===== config.mk =====
export PLATFORM = sky130hd
export DESIGN_NAME = pkt_hazard_dp
export DESIGN_NICKNAME = d
export VERILOG_FILES = /design/src/rtl/dual_issue_pkg.sv /design/src/rtl/pkt_hazard_dp.sv
export SDC_FILE = /design/constraint.sdc
export NUM_CORES = 1
export LEC_CHECK = 0
export ABC_AREA = 1
export ABC_CLOCK_PERIOD_IN_PS = 1700
export CORE_MARGIN = 2
export CORE_UTILIZATION = 40
export DETAILED_ROUTE_END_ITERATION = 12
export GPL_TIMING_DRIVEN = 0
export PLACE_DENSITY = 0.95
export SLEW_MARGIN = 40
export SYNTH_ARGS = -nofsm -noshare
export SYNTH_HDL_FRONTEND = slang
export SYNTH_SLANG_ARGS = --single-unit

===== constraint.sdc =====
create_clock -name vclk -period 1.7
set_clock_uncertainty 0.15 [all_clocks]
set_input_delay 0.255 -clock vclk [all_inputs]
set_output_delay 0.255 -clock vclk [all_outputs]
set_load 0.01 [all_outputs]

===== src/rtl/dual_issue_pkg.sv =====
package dual_issue_pkg;

  typedef enum logic [2:0] {
    OP_NOP = 3'd0,
    OP_ALU = 3'd1,
    OP_BR  = 3'd2,
    OP_LD  = 3'd3,
    OP_ST  = 3'd4
  } opClass_e;

  // strobes from control into the hazard datapath
  typedef struct packed {
    logic evalEn;
    logic skipSlot0;
  } ctrlStrobe_t;

  // results from the hazard datapath back to control
  typedef struct packed {
    logic legal;
    logic depHit;
    logic loadUse;
    logic real0;
    logic real1;
  } hazFlags_t;

endpackage


===== src/rtl/pkt_hazard_dp.sv =====
module pkt_hazard_dp
  import dual_issue_pkg::*;
#(
  parameter int REG_IDX_W = 5
) (
  input  logic [2:0]           op0,
  input  logic [REG_IDX_W-1:0] rd0,
  input  logic [REG_IDX_W-1:0] rs0,
  input  logic [REG_IDX_W-1:0] rt0,
  input  logic [2:0]           op1,
  input  logic [REG_IDX_W-1:0] rs1,
  input  logic [REG_IDX_W-1:0] rt1,
  input  logic                 lastLoadVld,
  input  logic [REG_IDX_W-1:0] lastLoadReg,
  input  ctrlStrobe_t          strobe,
  output hazFlags_t            flags
);

  localparam int NUM_SLOTS = 2;

  logic [2:0]           opA [NUM_SLOTS];
  logic [REG_IDX_W-1:0] rsA [NUM_SLOTS];
  logic [REG_IDX_W-1:0] rtA [NUM_SLOTS];
  logic [NUM_SLOTS-1:0] readsRs, readsRt, slotLegal, luHit, isReal;

  assign opA[0] = op0;
  assign opA[1] = op1;
  assign rsA[0] = rs0;
  assign rsA[1] = rs1;
  assign rtA[0] = rt0;
  assign rtA[1] = rt1;

  logic loadNonZero;
  assign loadNonZero = lastLoadVld && (lastLoadReg != '0);

  for (genvar s = 0; s < NUM_SLOTS; s++) begin : g_slot
    // source usage per operation class
    assign readsRs[s] = (opA[s] == OP_ALU) || (opA[s] == OP_BR) ||
                        (opA[s] == OP_LD)  || (opA[s] == OP_ST);
    assign readsRt[s] = (opA[s] == OP_ALU) || (opA[s] == OP_BR) ||
                        (opA[s] == OP_ST);
    assign isReal[s]  = (opA[s] != OP_NOP);
    assign luHit[s]   = loadNonZero &&
                        ((readsRs[s] && (rsA[s] == lastLoadReg)) ||
                         (readsRt[s] && (rtA[s] == lastLoadReg)));
    if (s == 0) begin : g_arith
      assign slotLegal[s] = (opA[s] == OP_NOP) || (opA[s] == OP_ALU) ||
                            (opA[s] == OP_BR);
    end else begin : g_mem
      assign slotLegal[s] = (opA[s] == OP_NOP) || (opA[s] == OP_LD) ||
                            (opA[s] == OP_ST);
    end
  end

  // only an ALU op in slot 0 produces a result, never into register 0
  logic slot0Writes;
  assign slot0Writes = (op0 == OP_ALU) && (rd0 != '0);

  logic depRaw;
  assign depRaw = slot0Writes &&
                  ((readsRs[1] && (rs1 == rd0)) || (readsRt[1] && (rt1 == rd0)));

  always_comb begin
    flags.legal   = &slotLegal;
    flags.depHit  = strobe.evalEn && depRaw;
    flags.loadUse = strobe.evalEn &&
                    ((luHit[0] && !strobe.skipSlot0) || luHit[1]);
    flags.real0   = isReal[0];
    flags.real1   = isReal[1];
  end

endmodule


### Yosys cells after proc, flatten, opt, wreduce, memory -nomap -nowiden

Cells that the tools add are included.
W data, S select, Z words.

| word-level totals | value |
|---|---|
| flip-flop bits (word level) | 0 |
| input bits | 39 |
| output and inout port bits | 5 |
| logic and storage cells | 52 |

| cells by class | value |
|---|---|
| equal/unequal tests | 14 |
| reduce and logical (&&, ||, !) cells | 38 |

Operator list:

| cell | number |
|---|---|
| $eq A5 B5 Y1 | 6 |
| $logic_or A1 B1 Y1 | 16 |
| $logic_and A1 B1 Y1 | 14 |
| $eq A3 B2 Y1 const B | 4 |
| $reduce_bool A5 Y1 | 2 |
| $eq A3 B1 Y1 const B | 2 |
| $eq A3 B3 Y1 const B | 2 |
| $logic_not A3 Y1 | 2 |
| $reduce_bool A3 Y1 | 2 |
| $reduce_and A2 Y1 | 1 |
| $logic_not A1 Y1 | 1 |

### Longest topological paths before layout

| depth | value |
|---|---|
| depth after elaboration | 10 |
| gate-level depth with buffers | 9 |
| gate-level depth less buffers | 9 |

### Least setup slack after synthesis

No wires, ideal clock.

| path | value |
|---|---|
| kind | input to output |
| start | input op0[2] |
| end | output flags[3] in the netlist's numbering |
| arrival time | 0.933 ns |
| slack | 0.362 ns |
| stages on the path | 4 |
| cells stage by stage | or2_2 nor2_1 o211ai_1 a21oi_1 |

RTL lines:

| what | RTL line | source |
|---|---|---|
| start: declaration | pkt_hazard_dp.sv:6 | `input logic [2:0] op0,` |
| end: declaration | pkt_hazard_dp.sv:16 | `output hazFlags_t flags` |

==> flow_summary.yaml <==
outcome:
  status: "complete, no violations"
finish:
  layout_common_cells: "nand2_1 (57), inv_1 (17), dlygate4sd2_1 (15), nor2_1 (13), clkbuf_2 (11)"
  n_antenna_cell: 0
  areaGrowthSynthToFinish_pct: 72.6
  layout_commonest_cell: "nand2_1"
  seq_cells: 0
  nFillCells: 148
  drive_above_1_share_pct: 20.1
  clock_buffers: 0
  final_nets: 220
  regArea_sq_um: 0
sta:
  finalSetupViolCount: 0
  max_freq_mhz: 600
  min_period_over_period_pct: 98.1
  fin_crit_ps: 1670
  relSlewSlack_pct: 87.0
  hold_viol: 0
  slew_violations: 0
  whs_ps: 781
  worst_pin_slew_ps: 193
  rsz0062_at_grt: "yes"
placement:
  gp_congestion: 0.857
  io_buffers: 44
  dp_hpwl_um: 1730
global_route:
  grt-ovfl-total: 0
  grtUsageTotal_pct: 22.1
  grt_pass1_wl_um: 3330
  grt_pass1_vias: 853
  grt_antenna_before_repair: 0
  grt_max_degree: 8
power:
  p_sw_share_pct: 51.5
  clkPwrFrac_pct: 0
  powerDensity_mw_per_mm2: 212
  power_frac_comb_pct: 100.0
  power.share.sequential_pct: 0
  vdd_drop_max_mv: 0.110
  leakagePower_nw: 0.633
  switchingPower_mw: 0.116
  finalPower_mw: 0.224
  p_int_mw: 0.109
critical_path:
  cp_slowest_stage_delay_ps: 410
  crit_required_ps: 1290
  start_kind: "input port"
  path_max_fanout: 1
  cp_cell_sequence: "clkdlybuf4s50_1, o21bai_1, nor2_1, nand2_1, a21oi_2, buf_2"
  cp_top_family: "buffers and inverters"
  cp_data_arrival_time_ps: 1260
  cp-end-kind: "output pin"
  critPathBufInv: 2
  critical_path_class: "in -> out"
  slowest_stage: "clkdlybuf4s50_1"
route:
  post_drt_via_cell_ratio: 4.84
  drt_iter0_drc: 19
  ant_nets: 0
  wl_per_cell_um: 10.7
  wl_um: 2080
  dr.pass1.iters: 4
  drc: 0
  vias: 944
synthesis:
  syn-num-nets: 172
  yosys_warnings: 0
  avgSynthCellArea_sq_um: 4.60
  netlist_area_sq_um: 612
  syn-instance-count: 133
  yosysUniqueCellTypes: 17
  yosysSeqAreaShare_pct: 0
floorplanning:
  die_x_um: 43.1
  die_h_um: 43.1
  die_area_sq_mm: 0.00186
  initial_core_util_pct: 41.6
  core_area_sq_mm: 0.00147
  placementRows: 14
  io_pins: 44
job:
  cap_violations: 0
min_path:
  hold_class: "in -> out"
## Yosys cell counts
library cell	number	area (sq um)
o21ai_2	1	8.76
xnor2_1	6	52.6
o21a_1	1	7.51
o21ai_0	1	5.00
nor3b_1	1	7.51
nand3_1	4	20.0
inv_2	5	18.8
nor2_1	17	63.8
a21oi_2	1	8.76
inv_1	19	71.3
o211ai_1	2	15.0
xor2_1	6	52.6
nand4_1	3	18.8
nand2_1	59	221
a21oi_1	4	20.0
o21bai_1	1	7.51
or2_2	2	12.5
## area by class of cell
type,instances,area [sq um],area share [%]
multi-input cells,109,569,53.9
well taps,16,20.0,1.90
repair buffers,46,377,35.7
inverters,24,90.1,8.53
## worst min-delay path, delay by kind of cell
family | cells | cell delay [ps]
buffers and inverters | 2 | 350
AND/OR/NAND/NOR | 1 | 70
## stage by stage
step | instance area (sq um) | utilization, % | instances | worst slack (ps) | setup TNS [ps]
2_1_floorplan | 612 | - | 133 | 362 | 0
3_3_place_gp | 1070 | 72.9 | 193 | -727 | -2400
3_5_place_dp | 1070 | 72.9 | 193 | -783 | -2560
4_1_cts | 1020 | 69.6 | 193 | -115 | -115
5_1_grt | 1060 | 71.8 | 195 | -18.5 | -30.6
6_report | 1060 | 71.8 | 195 | 32.0 | 0
## path summary, 6_finish.rpt
check       from       end  slack (ps)  cells after the start
min       op0[2]  flags[4]         780                      3
max    strobe[0]  flags[2]          30                      6
## metal layers
layer | up-vias | track usage [%] | wire length (um)
met5 | - | 0 | 0
met4 | 0 | 2.42 | 16
met3 | 2 | 0.851 | 105
met2 | 40 | 43.6 | 1110
met1 | 405 | 26.3 | 846
li1 | 497 | - | -
## repair_timing
| action | CTS | global route |
|---|---|---|
| hold buffers | 0 | 0 |
| endpoints found under the setup margin | 5 | 3 |
| pin swaps | 7 | 19 |
| gates resized for setup | 53 | 45 |
| setup buffers | 0 | 2 |
| hold endpoints to repair | 0 | 0 |
## kinds of logic (layout without fill, tap and decap cells)
logic type / after synthesis / after routing / share of synthesized area, %
XOR/XNOR: 12 / 12 / 17.2
AO/OA/AOI/OAI: 11 / 11 / 11.9
buffers and inverters: 24 / 70 / 14.7
AND/OR/NAND/NOR: 86 / 86 / 56.2
## power by group through the flow
stage	clock network, mW	logic (mW)	registers [mW]
6_report	0	0.224	0
5_1_grt	0	0.250	0
4_1_cts	0	0.211	0
3_5_place_dp	0	0.237	0
3_3_place_gp	0	0.230	0
2_1_floorplan	0	0.0994	0
Power figures use the tool's default switching activity.
